### config.mk
export PLATFORM = sky130hd
export DESIGN_NAME = slot_hp_ctrl
export DESIGN_NICKNAME = d
export VERILOG_FILES = /design/src/rtl/slot_hp_pkg.sv /design/src/rtl/slot_hp_flags.sv /design/src/rtl/slot_hp_sel.sv /design/src/rtl/slot_hp_find.sv /design/src/rtl/slot_hp_ctrl.sv
export SDC_FILE = /design/constraint.sdc
export NUM_CORES = 1
export LEC_CHECK = 0
export ABC_CLOCK_PERIOD_IN_PS = 2700
export BUFFER_PORTS_ARGS = -buffer_cell sky130_fd_sc_hd__buf_2
export CAP_MARGIN = 20
export CORE_MARGIN = 2
export CORE_UTILIZATION = 40
export DETAILED_ROUTE_END_ITERATION = 10
export SLEW_MARGIN = 20
export SYNTH_ARGS = -nofsm -noshare
export SYNTH_HDL_FRONTEND = slang
export SYNTH_HIERARCHICAL = 1
export SYNTH_SLANG_ARGS = --single-unit
### constraint.sdc
create_clock -name clk -period 2.7 [get_ports clk]
set_input_delay 0.54 -clock clk [delete_from_list [all_inputs] [get_ports clk]]
set_output_delay 0.54 -clock clk [all_outputs]
set_load 0.02 [all_outputs]
### src/rtl/slot_hp_pkg.sv
package slot_hp_pkg;

    // dword index inside the window (addr[3:2])
    localparam logic [1:0] DW_SEL = 2'd0;
    localparam logic [1:0] DW_CTL = 2'd1;
    localparam logic [1:0] DW_DAT = 2'd2;

    // command codes carried in byte lane 1 of dword 1
    localparam logic [7:0] CMD_FIND    = 8'd0;
    localparam logic [7:0] CMD_OST_EVT = 8'd1;
    localparam logic [7:0] CMD_OST_STS = 8'd2;

    // control byte bit positions
    localparam int CB_CLR_INS = 1;
    localparam int CB_CLR_REM = 2;
    localparam int CB_EJECT   = 3;

    typedef struct packed {
        logic en;
        logic ins;
        logic rem;
    } slot_t;

    typedef struct packed {
        logic        legacy;
        logic [31:0] sel;
        logic [7:0]  cmd;
        logic [31:0] ost_evt;
        logic [31:0] ost_sts;
        logic        ost_vld;
        logic        ej_stb;
        logic [31:0] rdata;
    } hp_regs_t;

    function automatic logic [31:0] merge_be(input logic [31:0] old_v,
                                             input logic [31:0] new_v,
                                             input logic [3:0]  lanes);
        logic [31:0] r;
        r = old_v;
        for (int b = 0; b < 4; b++) begin
            if (lanes[b]) r[8*b +: 8] = new_v[8*b +: 8];
        end
        return r;
    endfunction

endpackage

### src/rtl/slot_hp_flags.sv
module slot_hp_flags
    import slot_hp_pkg::*;
#(
    parameter int N = 8
) (
    input  logic         clk,
    input  logic         rst_n,
    input  logic [N-1:0] set_add,
    input  logic [N-1:0] set_rem,
    input  logic [N-1:0] clr_ins,
    input  logic [N-1:0] clr_rem,
    input  logic [N-1:0] clr_en,
    output logic [N-1:0] en_q,
    output logic [N-1:0] ins_q,
    output logic [N-1:0] rem_q
);

    for (genvar g = 0; g < N; g++) begin : g_slot
        slot_t s_d, s_q;

        // clear first, then platform sets win
        always_comb begin
            s_d     = s_q;
            s_d.en  = (s_q.en  & ~clr_en[g])  | set_add[g];
            s_d.ins = (s_q.ins & ~clr_ins[g]) | set_add[g];
            s_d.rem = (s_q.rem & ~clr_rem[g]) | set_rem[g];
        end

        always_ff @(posedge clk) begin
            if (!rst_n) s_q <= '0;
            else        s_q <= s_d;
        end

        assign en_q[g]  = s_q.en;
        assign ins_q[g] = s_q.ins;
        assign rem_q[g] = s_q.rem;

        assert_add_sets_R2: assert property (@(posedge clk) disable iff (!rst_n)
            set_add[g] |=> (s_q.en && s_q.ins));

        assert_eject_clears_R6: assert property (@(posedge clk) disable iff (!rst_n)
            (clr_en[g] && !set_add[g] && !set_rem[g]) |=> (!s_q.en && !s_q.rem));
    end

endmodule

### src/rtl/slot_hp_sel.sv
module slot_hp_sel #(
    parameter int N      = 8,
    parameter int SLOT_W = 3
) (
    input  logic [31:0]       sel,
    output logic              in_range,
    output logic [SLOT_W-1:0] idx,
    output logic [N-1:0]      hit
);

    assign in_range = (sel < 32'(N));
    assign idx      = sel[SLOT_W-1:0];

    for (genvar g = 0; g < N; g++) begin : g_hit
        assign hit[g] = (sel == 32'(g));
    end

endmodule

### src/rtl/slot_hp_find.sv
module slot_hp_find #(
    parameter int N      = 8,
    parameter int SLOT_W = 3
) (
    input  logic [N-1:0]      pend,
    output logic              found,
    output logic [SLOT_W-1:0] idx
);

    // scan downward so the lowest pending slot is the last one written
    always_comb begin
        found = 1'b0;
        idx   = '0;
        for (int i = N - 1; i >= 0; i--) begin
            if (pend[i]) begin
                found = 1'b1;
                idx   = SLOT_W'(i);
            end
        end
    end

endmodule

### src/rtl/slot_hp_ctrl.sv
module slot_hp_ctrl
    import slot_hp_pkg::*;
#(
    parameter  int NUM_SLOTS = 8,
    localparam int SLOT_W    = (NUM_SLOTS > 1) ? $clog2(NUM_SLOTS) : 1
) (
    input  logic                 clk,
    input  logic                 rst_n,
    input  logic [3:0]           addr,
    input  logic [3:0]           be,
    input  logic                 wr,
    input  logic                 rd,
    input  logic [31:0]          wdata,
    output logic [31:0]          rdata,
    input  logic [NUM_SLOTS-1:0] hp_add,
    input  logic [NUM_SLOTS-1:0] hp_rem,
    output logic                 irq,
    output logic                 eject_stb,
    output logic [SLOT_W-1:0]    eject_slot,
    output logic                 ost_vld,
    output logic [31:0]          ost_evt,
    output logic [31:0]          ost_sts
);

    localparam int N = NUM_SLOTS;

    hp_regs_t          r_d, r_q;
    logic [SLOT_W-1:0] ej_slot_d, ej_slot_q;

    logic [1:0]        dw;
    logic              modern;
    logic              in_range;
    logic [SLOT_W-1:0] s_idx;
    logic [N-1:0]      hit;
    logic [N-1:0]      en_q, ins_q, rem_q, pend;
    logic              found;
    logic [SLOT_W-1:0] f_idx;
    logic              ctl_ok;
    logic [N-1:0]      clr_ins, clr_rem, clr_en;
    logic              unused_addr;

    assign dw          = addr[3:2];
    assign modern      = ~r_q.legacy;
    assign unused_addr = ^addr[1:0];
    assign pend        = ins_q | rem_q;

    slot_hp_sel #(.N(N), .SLOT_W(SLOT_W)) u_sel (
        .sel      (r_q.sel),
        .in_range (in_range),
        .idx      (s_idx),
        .hit      (hit)
    );

    slot_hp_find #(.N(N), .SLOT_W(SLOT_W)) u_find (
        .pend  (pend),
        .found (found),
        .idx   (f_idx)
    );

    // control byte decode toward the per-slot flags
    always_comb begin
        ctl_ok  = modern && wr && (dw == DW_CTL) && be[0] && in_range;
        clr_ins = hit & {N{ctl_ok & wdata[CB_CLR_INS]}};
        clr_rem = hit & {N{ctl_ok & (wdata[CB_CLR_REM] | wdata[CB_EJECT])}};
        clr_en  = hit & {N{ctl_ok & wdata[CB_EJECT]}};
    end

    slot_hp_flags #(.N(N)) u_flags (
        .clk     (clk),
        .rst_n   (rst_n),
        .set_add (hp_add),
        .set_rem (hp_rem),
        .clr_ins (clr_ins),
        .clr_rem (clr_rem),
        .clr_en  (clr_en),
        .en_q    (en_q),
        .ins_q   (ins_q),
        .rem_q   (rem_q)
    );

    always_comb begin
        r_d         = r_q;
        r_d.ost_vld = 1'b0;
        r_d.ej_stb  = 1'b0;
        r_d.rdata   = '0;
        ej_slot_d   = ej_slot_q;

        // one-way switch out of compatibility mode
        if (r_q.legacy && wr && (dw == DW_SEL) && (be == 4'hF) && (wdata == '0)) begin
            r_d.legacy = 1'b0;
        end

        if (modern && wr) begin
            case (dw)
                DW_SEL: r_d.sel = merge_be(r_q.sel, wdata, be);
                DW_CTL: begin
                    if (be[1]) begin
                        r_d.cmd = wdata[15:8];
                        if ((wdata[15:8] == CMD_FIND) && found) begin
                            r_d.sel = 32'(f_idx);
                        end
                    end
                    if (ctl_ok && wdata[CB_EJECT]) begin
                        r_d.ej_stb = 1'b1;
                        ej_slot_d  = s_idx;
                    end
                end
                DW_DAT: begin
                    if (r_q.cmd == CMD_OST_EVT) begin
                        r_d.ost_evt = merge_be(r_q.ost_evt, wdata, be);
                    end else if (r_q.cmd == CMD_OST_STS) begin
                        r_d.ost_sts = merge_be(r_q.ost_sts, wdata, be);
                        r_d.ost_vld = 1'b1;
                    end
                end
                default: ;
            endcase
        end

        if (rd) begin
            if (r_q.legacy) begin
                if (dw == DW_SEL) r_d.rdata = 32'(en_q);
            end else begin
                case (dw)
                    DW_CTL: r_d.rdata = {29'd0, |(rem_q & hit), |(ins_q & hit), |(en_q & hit)};
                    DW_DAT: r_d.rdata = (r_q.cmd == CMD_FIND) ? r_q.sel : 32'hFFFF_FFFF;
                    default: r_d.rdata = '0;
                endcase
            end
        end
    end

    always_ff @(posedge clk) begin
        if (!rst_n) begin
            r_q        <= '0;
            r_q.legacy <= 1'b1;
            ej_slot_q  <= '0;
        end else begin
            r_q        <= r_d;
            ej_slot_q  <= ej_slot_d;
        end
    end

    assign rdata      = r_q.rdata;
    assign irq        = |pend;
    assign eject_stb  = r_q.ej_stb;
    assign eject_slot = ej_slot_q;
    assign ost_vld    = r_q.ost_vld;
    assign ost_evt    = r_q.ost_evt;
    assign ost_sts    = r_q.ost_sts;

    assert_mode_sticky_R3: assert property (@(posedge clk) disable iff (!rst_n)
        !r_q.legacy |=> !r_q.legacy);

    assert_oor_read_zero_R7: assert property (@(posedge clk) disable iff (!rst_n)
        (rd && modern && (dw == DW_CTL) && !in_range) |=> (rdata == '0));

    assert_oor_no_eject_R7: assert property (@(posedge clk) disable iff (!rst_n)
        (wr && !in_range) |=> !eject_stb);

    assert_find_keeps_sel_R8: assert property (@(posedge clk) disable iff (!rst_n)
        (wr && modern && (dw == DW_CTL) && be[1] && (wdata[15:8] == CMD_FIND) && (pend == '0))
        |=> $stable(r_q.sel));

    assert_ost_pulse_R9: assert property (@(posedge clk) disable iff (!rst_n)
        ost_vld |-> $past(wr && (dw == DW_DAT)));

    assert_eject_range_R6: assert property (@(posedge clk) disable iff (!rst_n)
        eject_stb |-> (32'(eject_slot) < 32'(N)));

endmodule

# ---- Word level (Yosys, flattened, before mapping)
# Cells that the tools add are included.
dict set report totals {
  regBits 166
  latchBits 0
  ramBits 0
  rom_bits 0
  wordCells 215
  memories 0
}
dict set report op_classes {
  add_sub_neg 0
  multipliers 0
  n_div 0
  n_lt_le_gt_ge 1
  n_eq_ne 18
  shift 0
  muxes 29
  bitwise 88
  n_reduce_logical 37
}
# operator count
set ops {}
lappend ops {{== test 32 x 3 -> 1 bit (second input constant)} 4}
lappend ops {{case mux 32 bit (2 select lines)} 2}
lappend ops {{two-way mux 32 bit} 3}
lappend ops {{== test 32 x 2 -> 1 bit (second input constant)} 2}
lappend ops {{zero test 32 bit} 2}
lappend ops {{bitwise AND 8 bit} 6}
lappend ops {{two-way mux 40 bit} 1}
lappend ops {{two-way mux 8 bit} 5}
lappend ops {{AND reduction 5 bit} 8}
lappend ops {{== test 32 x 1 -> 1 bit (second input constant)} 1}
lappend ops {{< comparator 32 x 4 -> 1 bit (second input constant)} 1}
lappend ops {{OR reduction 8 bit} 4}
lappend ops {{inverter 1 bit} 29}
lappend ops {{bitwise AND 1 bit} 27}
lappend ops {{bitwise OR 1 bit} 25}
lappend ops {{two-way mux 3 bit} 8}
lappend ops {{zero test 8 bit} 2}
lappend ops {{AND reduction 4 bit} 4}
lappend ops {{logical AND 1 bit} 10}
lappend ops {{two-way mux 1 bit} 10}
lappend ops {{!= test 2 bit (second input constant)} 5}
lappend ops {{AND reduction 3 bit} 3}
lappend ops {{== test 8 x 1 -> 1 bit (second input constant)} 1}
lappend ops {{== test 8 x 2 -> 1 bit (second input constant)} 1}
lappend ops {{9 further kinds} 9}

# ---- Depth between registers and ports, before layout
dict set report logic_depth {
  word_depth 13
  ltp_mapped 9
  ltp_nobuf 9
}

# ---- By module
# The synthesis kept the hierarchy.
# module instances cells_per_inst area_each_um2 seq_area_each_um2
set by_module_without_submodules {}
lappend by_module_without_submodules {slot_hp_ctrl 1 685 6428.7 2842.7}
lappend by_module_without_submodules {slot_hp_flags 1 74 833.3 480.5}
lappend by_module_without_submodules {slot_hp_sel 1 33 216.5 0.0}
lappend by_module_without_submodules {slot_hp_find 1 13 80.1 0.0}

# ---- Worst setup path before layout
# OpenSTA, ideal clock, no wires.
dict set report synth_timing {
  path_kind {reg-to-output}
  start {reg u_flags.g_slot[6].s_q (netlist bit u_flags/rem_q[6])}
  end {out irq}
  arrival_ns 1.627
  path_slack_ns 0.533
  stages_incl_launch_ff 4
  n_path_buf 0
  cell_sequence {dfxtp_1 or2_1 or4_1 or4_1}
}
dict set report synth_between {
  elab_chain_cells 2
}
# item line_no
set synth_lines {}
lappend synth_lines {{from (decl)} slot_hp_flags.sv:19} ;# slot_t s_d, s_q;
lappend synth_lines {{from (signal assigned)} slot_hp_flags.sv:30} ;# if (!rst_n) s_q <= '0;
lappend synth_lines {{from (signal assigned)} slot_hp_flags.sv:31} ;# else s_q <= s_d;
lappend synth_lines {{bitwise OR 8 bit} slot_hp_ctrl.sv:45} ;# assign pend = ins_q | rem_q;
lappend synth_lines {{named net pend[6]} slot_hp_ctrl.sv:35} ;# logic [N-1:0] en_q, ins_q, rem_q, pend;
lappend synth_lines {{OR reduction 8 bit} slot_hp_ctrl.sv:145} ;# assign irq = |pend;
lappend synth_lines {{to (decl)} slot_hp_ctrl.sv:17} ;# output logic irq,
# The timed path passes the listed nets, and every way through them passes these cells.

# ---- Worst setup path after layout
dict set report layout_timing {
  start {reg u_flags.g_slot[6].s_q (netlist bit u_flags/ins_q[6])}
  end {out irq}
}
# Same word-level chain as after synthesis.

==> metrics.txt <==
status completed; Hold Vio Cnt, Final 0; relative slew slack 0.547; Worst EP required 2160 ps; Die H 141 um; Worst Max-Slew Pin Slew 679 ps; clk_lat worst skew 430 ps; DP Worst Slack 319 ps; power per cell area 607 mW/mm^2; aggregate routed wire length 19,300 um; Placed Instance Area 0.00788 mm^2; Crit Path Max Fanout 3; Hold WC Path Type input port to flop; clock buffer depth 2; Lkg Pwr 4.10 nW; peak supply drop 475 uV; synthesized cell area 0.00756 mm^2; first-pass GRT wire length 30,000 um; number of synthesized register bits 166; Starting Density 0.405; first drt pass iteration count 5; Combinational Power Share 0.053; slowest stage cell on the critical path or4_1; Final #Nets 931; CTS HTree Levels 4; Clk network pwr share 0.461; number of setup violations in the final report 0; reg2reg end u_flags/en_q[5]; Worst Setup End Kind primary output; Setup CP Type flop to primary output; Worst Reg-to-Reg Cells 9; clk_skew 11.1 ps; vias in the first global route 5,400; Final Cycle Share 0.979; Post-synth EDFFs 0; Post-synth top cells dfxtp_1 (166), nand2_1 (138), buf_4 (102); # IOs 162; ys async rst share 0; worst r2r src r_q[133]; reg-to-reg slack, setup 310 ps; clock sink count 166; Clk Tree Root Cell clkbuf_16; die width 141 um; Worst Hold Depth 2; DR WL/cell 17.3 um; Final GP Congestion 0.837; Post-route DRC 0; DP HPWL 14,000 um; Synth Area per Inst 9.39 um^2; sw power 0.00126 W; synth-to-layout area growth 12.0%; Yosys top cell by area dfxtp_1; sequential group share of total power 0.486; CTS tree yes; fin area 0.00847 mm^2; total gr overflow 0; HP Start hp_rem[5]; Gate Count Post-Synth 805; sequential fraction of the synthesis area 0.440; All-Layer GR Usage 0.195; Final min period 2640 ps; maximum capacitance violations 0; vias 5,700; Startpoint Class flop; top post-synthesis cells by area dfxtp_1 (44%), buf_4 (10%), mux2i_1 (9.3%); Reg clk slew, reported paths 70 ps; Critical Path AT 2100 ps; Pint 0.00388 W; CTS hold repair buffers 0; Port Buffers 159; Max Freq 0.378 GHz; switching fraction of total power 0.245; synth warn 6; sum of negative setup slack 0 ps; die area 0.0200 mm^2; most common cell in the netlist dfxtp_1; layout cells sized above 1 0.270; Distinct cells, synth 50; Initial DRC Count 321; total design power 0.00514 W; cells along the critical path or2_1, or4_1, or4_4, buf_6; ANT nets after route 0; Antenna diodes 0; CP max stage delay 520 ps; largest net degree at the start of global routing 71; main flop type after synthesis dfxtp_1; via/cell ratio 5.11; Yosys top cell area share 0.440; antenna violations before repair 1; Final WS setup 57.4 ps; Syn Nets 868; Core Region 0.0186 mm^2; unrepaired setup endpoints after global routing no; total CTS buffers 17; Slew Viols, Final 0; Min-Delay Endpoint u_flags/rem_q[5]; Cell Rows 50
-- stage by stage --
stage               instances   util  hold slack, ps
floorplan                 805      -             426
global placement         1082  0.422             442
detailed placement       1082  0.422             449
CTS                      1115  0.454             304
global route             1115  0.454             304
finish                   1115  0.454             319
-- worst max-delay path, delay by kind of cell, from the launching register on --
family	cells	cell delay, ps
buffers and inverters	1	150
AND/OR/NAND/NOR	3	1200
flip-flops	1	340
-- power by group through the flow --
stage          clock, W  combinational, W  sequential, W
2_1_floorplan         0          0.000154        0.00254
5_1_grt         0.00254          0.000298        0.00250
3_3_place_gp          0          0.000267        0.00255
3_5_place_dp          0          0.000268        0.00255
6_report        0.00237          0.000273        0.00250
4_1_cts         0.00243          0.000272        0.00250
-- layout make-up --
cell class              instances  area (um^2)
flip-flops and latches        166         3320
inverters                       8         30.0
multi-input cells             495         3290
repair buffers                180          962
clock inverters                14          140
fillers                      1887        10200
clock buffers                  18          429
well taps                     234          293
-- registers in the layout, summed over array words and instances (netlist names) --
name,cells
eject_slot,3
eject_stb,1
ost_evt,32
ost_sts,32
ost_vld,1
r_q,41
rdata,32
u_flags/en_q,8
u_flags/ins_q,8
u_flags/rem_q,8
-- worst max-delay path by stage --
stage	from	to	slack, ps	depth (start not counted)
final	u_flags/ins_q[6]	irq	60	4
after global routing	u_flags/ins_q[6]	irq	10	4
after CTS	u_flags/ins_q[6]	irq	10	4
after detailed placement	r_q[133]	u_flags/en_q[6]	320	9
after global placement	r_q[133]	u_flags/en_q[2]	320	9
after floorplan	u_flags/rem_q[6]	irq	530	3
-- per-layer routing --
layer | up-vias | track usage | part of all wire
met4 | 0 | 0.0816 | 0.025
met3 | 26 | 0.0466 | 0.062
li1 | 2817 | - | -
met2 | 186 | 0.289 | 0.44
met1 | 2671 | 0.272 | 0.47
met5 | - | 0 | 0
-- cells by family (layout without fill, tap and decap cells) --
group	Yosys count	after routing	share of synthesized area
AO/OA/AOI/OAI	125	125	0.125
flip-flops	166	166	0.440
adder cells (fa/ha/maj)	3	3	0.00497
buffers and inverters	144	220	0.127
multiplexers	71	71	0.0942
AND/OR/NAND/NOR	296	296	0.210
-- what timing repair did --
item,in CTS,in global routing
pin swaps,2,0
gates resized for setup,1,4
setup buffers,1,0
setup endpoints to repair,1,1
-- cells in the final DEF, fill, tap and decap left out, types with 12 or more instances in the layout --
| master | instances |
|---|---|
| a22o_1 | 24 |
| nor4_1 | 22 |
| buf_2 | 157 |
| buf_4 | 22 |
| clkbuf_16 | 17 |
| o21a_1 | 49 |
| mux2i_1 | 70 |
| and2_1 | 29 |
| nor2_1 | 15 |
| nand2_1 | 138 |
| a22oi_1 | 12 |
| nor2b_1 | 30 |
| dfxtp_1 | 165 |
| nand3_1 | 15 |
Note: power is estimated with default switching activity, not from simulation.
